==> src/rtl/rtc_pkg.sv <==
package rtc_pkg;

   localparam int unsigned BYTE_W   = 8;
   localparam int unsigned NUM_W    = 7;
   localparam int unsigned FLD_SEC  = 0;
   localparam int unsigned FLD_MIN  = 1;
   localparam int unsigned FLD_HR   = 2;
   localparam int unsigned NUM_FLD  = 3;

   // Decode a stored byte into its numeric value (0..99 range used).
   function automatic logic [NUM_W-1:0] byte_to_num(input logic [BYTE_W-1:0] b,
                                                    input logic bin);
      logic [BYTE_W-1:0] t;
      if (bin) t = {1'b0, b[6:0]};
      else     t = ({4'd0, b[7:4]} * 8'd10) + {4'd0, b[3:0]};
      return t[NUM_W-1:0];
   endfunction

   // Encode a numeric value into binary or packed BCD.
   function automatic logic [BYTE_W-1:0] num_to_byte(input logic [NUM_W-1:0] n,
                                                     input logic bin);
      logic [NUM_W-1:0] tq;
      logic [NUM_W-1:0] on;
      tq = n / 7'd10;
      on = n - (tq * 7'd10);
      if (bin) return {1'b0, n};
      else     return {tq[3:0], on[3:0]};
   endfunction

endpackage

==> src/rtl/rtc_field_inc.sv <==
module rtc_field_inc
   import rtc_pkg::*;
#(
   parameter int unsigned TOP_VAL = 59
) (
   input  logic [BYTE_W-1:0] cur,
   input  logic              bin,
   output logic [BYTE_W-1:0] nxt,
   output logic              wrap
);

   if (TOP_VAL < 1 || TOP_VAL > 99) begin : g_bad_top
      $error("rtc_field_inc: TOP_VAL out of range");
   end

   logic [NUM_W-1:0] num;

   always_comb begin
      num  = byte_to_num(cur, bin);
      wrap = (num >= NUM_W'(TOP_VAL));
      if (wrap) nxt = num_to_byte('0, bin);
      else      nxt = num_to_byte(num + 7'd1, bin);
   end

endmodule

==> src/rtl/rtc_hour_inc.sv <==
module rtc_hour_inc
   import rtc_pkg::*;
#(
   parameter int unsigned TOP_24 = 23,
   parameter int unsigned TOP_12 = 12
) (
   input  logic [BYTE_W-1:0] cur,
   input  logic              bin,
   input  logic              h24,
   output logic [BYTE_W-1:0] nxt
);

   if (TOP_24 > 99 || TOP_12 > 99 || TOP_12 < 2) begin : g_bad_top
      $error("rtc_hour_inc: hour limits out of range");
   end

   logic [NUM_W-1:0]  n24, n12, h12;
   logic              pm_nxt;
   logic [BYTE_W-1:0] enc12;

   always_comb begin
      n24    = byte_to_num(cur, bin);
      n12    = byte_to_num({1'b0, cur[6:0]}, bin);
      pm_nxt = cur[7];
      if (n12 >= NUM_W'(TOP_12)) begin
         h12 = 7'd1;
      end else if (n12 == NUM_W'(TOP_12 - 1)) begin
         h12    = NUM_W'(TOP_12);
         pm_nxt = ~cur[7];
      end else begin
         h12 = n12 + 7'd1;
      end
      enc12 = num_to_byte(h12, bin);
      if (h24) begin
         if (n24 >= NUM_W'(TOP_24)) nxt = num_to_byte('0, bin);
         else                       nxt = num_to_byte(n24 + 7'd1, bin);
      end else begin
         nxt = {pm_nxt, enc12[6:0]};
      end
   end

endmodule

==> src/rtl/rtc_update_seq.sv <==
module rtc_update_seq (
   input  logic clk,
   input  logic rst_n,
   input  logic tick,
   input  logic hold,
   output logic apply,
   output logic done
);

   logic pend_q;

   assign apply = pend_q & ~hold;

   always_ff @(posedge clk or negedge rst_n) begin
      if (!rst_n) begin
         pend_q <= 1'b0;
         done   <= 1'b0;
      end else begin
         pend_q <= tick & ~hold;
         done   <= apply;
      end
   end

endmodule

==> src/rtl/rtc_tick_engine.sv <==
module rtc_tick_engine
   import rtc_pkg::*;
#(
   parameter int unsigned DATA_W  = 8,
   parameter int unsigned SEL_W   = 2,
   parameter int unsigned SEC_TOP = 59,
   parameter int unsigned MIN_TOP = 59,
   parameter int unsigned HR_TOP  = 23
) (
   input  logic              clk,
   input  logic              rst_n,
   input  logic              tick_1hz,
   input  logic              hold_set,
   input  logic              fmt_bin,
   input  logic              fmt_24h,
   input  logic              wr_en,
   input  logic [SEL_W-1:0]  wr_sel,
   input  logic [DATA_W-1:0] wr_data,
   input  logic [SEL_W-1:0]  rd_sel,
   output logic [DATA_W-1:0] rd_data,
   output logic              upd_done
);

   localparam int unsigned NUM_LOW = NUM_FLD - 1;

   if (DATA_W != BYTE_W) begin : g_bad_w
      $error("rtc_tick_engine: DATA_W must be 8");
   end
   if ((1 << SEL_W) < NUM_FLD) begin : g_bad_sel
      $error("rtc_tick_engine: SEL_W too narrow");
   end

   logic [DATA_W-1:0] fld_q   [NUM_FLD];
   logic [DATA_W-1:0] fld_nxt [NUM_FLD];
   logic [NUM_FLD-1:0] adv;
   logic [NUM_LOW-1:0] wrap;
   logic              apply;

   rtc_update_seq u_seq (
      .clk   (clk),
      .rst_n (rst_n),
      .tick  (tick_1hz),
      .hold  (hold_set),
      .apply (apply),
      .done  (upd_done)
   );

   for (genvar g = 0; g < NUM_LOW; g++) begin : g_low
      localparam int unsigned TOP = (g == FLD_SEC) ? SEC_TOP : MIN_TOP;
      rtc_field_inc #(.TOP_VAL(TOP)) u_inc (
         .cur  (fld_q[g]),
         .bin  (fmt_bin),
         .nxt  (fld_nxt[g]),
         .wrap (wrap[g])
      );
   end

   rtc_hour_inc #(.TOP_24(HR_TOP), .TOP_12(12)) u_hr (
      .cur (fld_q[FLD_HR]),
      .bin (fmt_bin),
      .h24 (fmt_24h),
      .nxt (fld_nxt[FLD_HR])
   );

   always_comb begin
      adv[0] = apply;
      for (int i = 1; i < NUM_FLD; i++) adv[i] = adv[i-1] & wrap[i-1];
   end

   for (genvar g = 0; g < NUM_FLD; g++) begin : g_reg
      always_ff @(posedge clk or negedge rst_n) begin
         if (!rst_n)                                            fld_q[g] <= '0;
         else if (hold_set && wr_en && (wr_sel == SEL_W'(g)))   fld_q[g] <= wr_data;
         else if (adv[g])                                       fld_q[g] <= fld_nxt[g];
      end
   end

   always_comb begin
      rd_data = '0;
      for (int i = 0; i < NUM_FLD; i++)
         if (rd_sel == SEL_W'(i)) rd_data = fld_q[i];
   end

   logic [DATA_W-1:0] sec_w, min_w, hr_w;
   assign sec_w = fld_q[FLD_SEC];
   assign min_w = fld_q[FLD_MIN];
   assign hr_w  = fld_q[FLD_HR];

endmodule

==> config.mk <==
export PLATFORM = sky130hd
export DESIGN_NAME = rtc_tick_engine
export DESIGN_NICKNAME = d
export VERILOG_FILES = /design/src/rtl/rtc_pkg.sv /design/src/rtl/rtc_field_inc.sv /design/src/rtl/rtc_hour_inc.sv /design/src/rtl/rtc_update_seq.sv /design/src/rtl/rtc_tick_engine.sv
export SDC_FILE = /design/constraint.sdc
export NUM_CORES = 1
export LEC_CHECK = 0
export CORE_ASPECT_RATIO = 1.5
export CORE_MARGIN = 5
export CORE_UTILIZATION = 42
export CTS_BUF_LIST = sky130_fd_sc_hd__clkbuf_4 sky130_fd_sc_hd__clkbuf_8
export CTS_CLUSTER_DIAMETER = 50
export DETAILED_ROUTE_END_ITERATION = 12
export HOLD_SLACK_MARGIN = 0.08
export PLACE_DENSITY_LB_ADDON = 0.15
export SLEW_MARGIN = 30
export SYNTH_ARGS = -nofsm -noshare
export SYNTH_HDL_FRONTEND = slang
export SYNTH_HIERARCHICAL = 1
export SYNTH_SLANG_ARGS = --single-unit
==> constraint.sdc <==
create_clock -name clk -period 12.8 [get_ports clk]
set_input_delay 1.28 -clock clk [delete_from_list [all_inputs] [get_ports clk]]
set_output_delay 1.28 -clock clk [all_outputs]
set_load 0.005 [all_outputs]
==> impl_metrics.yaml <==
clock_network:
  cts_tree: "built"
  htreeDepth: 1
  clockBufferDepth: 2
  clkSlewWorstSetupHoldPaths_ps: 100
  numCtsBuffers: 3
  clock_latency_ps: 270
  post-cts-setup-buffers: 0
  cts_hold_buf: 0
  ctsRootBufferMaster: "clkbuf_8"
  clock_sinks: 26
  post_cts_resized: 0
drt:
  dr.first_iter.drc_count: 175
  drcViolationCount: 0
  ant_nets: 0
  drt-total-wl_mm: 13.77
  wl_per_cell_um: 17.66
  first_pass_iters: 5
  vias: 4599
  viasPerCell: 5.896
yosys:
  synthCells: 621
  ys_seq_area_share_pct: 13.36
  synth_xor_area_share_pct: 4.675
  synth_top_family_by_area: "compound AO/OA/AOI/OAI gates"
  yosys_warnings: 6
  ys_async_sr_fraction_pct: 100.0
  ys_seq_elements: 26
  synthAdderAreaFrac_pct: 14.33
  synth_cell_type_count: 100
  syn_area_um2: 4871
  yosys.area.top_type_share_pct: 13.36
  synth.avg_cell_area_um2: 7.844
  synth-compound-area-share_pct: 28.08
  synth_mux_area_share_pct: 9.812
  synth_most_common_cell: "nand2_1"
  synth_edf_count: 0
  netlist_top_cells_count: "nand2_1 (74), nor2_1 (60), ha_1 (39)"
  ys.flop_type: "dfrtp_1"
  yosys.area_share.simple_pct: 24.09
  synth.largest_area_cell: "dfrtp_1"
  synth.area.top_cells: "dfrtp_1 (13%), ha_1 (10%), mux2i_1 (7.2%), nand2_1 (5.7%), nor2_1 (4.6%)"
worst_setup_path:
  start_kind: "input port"
  cp_data_arrival_time_ps: 7350
  cpLargestDelayFamily: "compound AO/OA/AOI/OAI gates"
  end_kind: "flop"
  path_buf_inv: 3
  worstPathRequired_ps: 12940
  r2r_end: "min_w[3]"
  rr_worst_depth: 25
  cp_max_fo: 81
  cpPeakStageDelay_ps: 600
  worstSetupPathType: "input port to flop"
  r2r_start: "min_w[5]"
  rrSetupSlack_ps: 5990
  crit_slowest_cell: "buf_4"
run_status:
  status: "finished, final reports clean"
place:
  gp_congestion: 0.8928
  dp_hpwl_mm: 11.09
  pre_cts_slack_ps: 5379
  port_buffers: 27
floorplan:
  placement_rows: 48
  initial_core_util_pct: 42.46
  dieArea_um2: 13900
  core_area_um2: 11470
  pin_count: 28
  die_h_um: 141.9
  die_w_um: 97.93
layout:
  drive_above_1_share_pct: 9.365
  antenna-diode-count: 0
  nFillCells: 1165
  regArea_um2: 650.6
  area_growth_pct: 8.066
  fin_util_pct: 45.89
  multi_input_area_um2: 3969
  final_nets: 699
sta:
  setup_viol: 0
  fin_crit_sh_pct: 56.26
  timing.setup.tns_ps: 0
  worst_slew_margin_rel_pct: 47.88
  finalCriticalPeriod_ps: 7202
  worstMarginPinSlew_ps: 781.8
  finalHoldViolations: 0
  fmaxAchievable_mhz: 138.9
  skew_ps: 8.642
  rsz0062_at_grt: "false"
  maxSlewViolCount: 0
  worst_slack_ps: 5598
grt:
  antenna_found_initial: 0
  grt_usage_pct: 19.51
  grt_pass1_wl_mm: 22.63
  grt_pass1_vias: 4555
  grt.overflow.total: 0
  grt_start_max_net_pins: 82
worst_hold_path:
  hold_depth: 2
  min_to: "hr_w[1]"
  hold_class: "flop to flop"
  holdCritStartpoint: "hr_w[1]"
job:
  drv_cap: 0
worst max-delay path by stage:
stage | from | to | slack, ps | cells after the start
3_3_place_gp | fmt_bin | min_w[3] | 5500 | 25
6_report | fmt_bin | min_w[3] | 5600 | 26
4_1_cts | fmt_bin | min_w[3] | 5650 | 25
5_1_grt | fmt_bin | min_w[3] | 5060 | 26
3_5_place_dp | fmt_bin | min_w[3] | 5380 | 24
2_1_floorplan | fmt_bin | min_w[3] | 6670 | 25
cells in the final DEF (no fill, tap or decap), drive strengths merged, types with 16 or more instances in the layout:
master / instances
a31oi: 25
dfrtp: 26
mux2i: 36
inv: 26
nand2: 77
nand3: 19
ha: 39
nor2: 60
a21oi: 34
clkdlybuf4s50: 26
xnor2: 16
o21ai: 38
stage by stage:
step	hold WS (ps)	instance area [um^2]	std cells
4_1_cts	663.8	5259	780
2_1_floorplan	523.2	4875	622
3_5_place_dp	649.5	5187	776
3_3_place_gp	627.7	5187	776
5_1_grt	711.6	5264	780
6_report	680.2	5264	780
state kept, by name, indices dropped and copies added, names as in the netlist:
name	count
u_seq/done	1
min_w	8
u_seq/pend_q	1
sec_w	8
hr_w	8
cells by family (layout without fill, tap and decap cells):
group,count (synthesis),after routing
fa+ha+maj,50,50
compound gates,186,186
mux,45,45
other cells,4,5
buf+inv,52,60
xor+xnor,26,26
flops,26,26
simple gates,232,232
cell type report:
class / count / area share [%]
sequential: 26 / 12.36
clock inverter: 1 / 0.5705
clock buffer: 3 / 0.7844
inverter: 26 / 1.854
multi-input combinational: 544 / 75.40
timing repair buffer: 30 / 5.467
tap: 150 / 3.565
per-layer routing:
metal	global-route usage, %	routed length [um]	share of wire [%]	up-vias
li1	-	-	-	2312
met1	22.20	5599	41	2186
met2	37.69	7440	54	84
met3	2.164	373	2.7	17
met4	5.689	357	2.6	0
met5	0	0	0	-
tightest hold or removal path: stages, from the launching register on:
cell and delay, ps:
dfrtp_1 470, nand2_1 100, a31oi_1 80
Power is not shown: default switching activity piles up to over one toggle a cycle in this logic, so the estimate is an artifact.
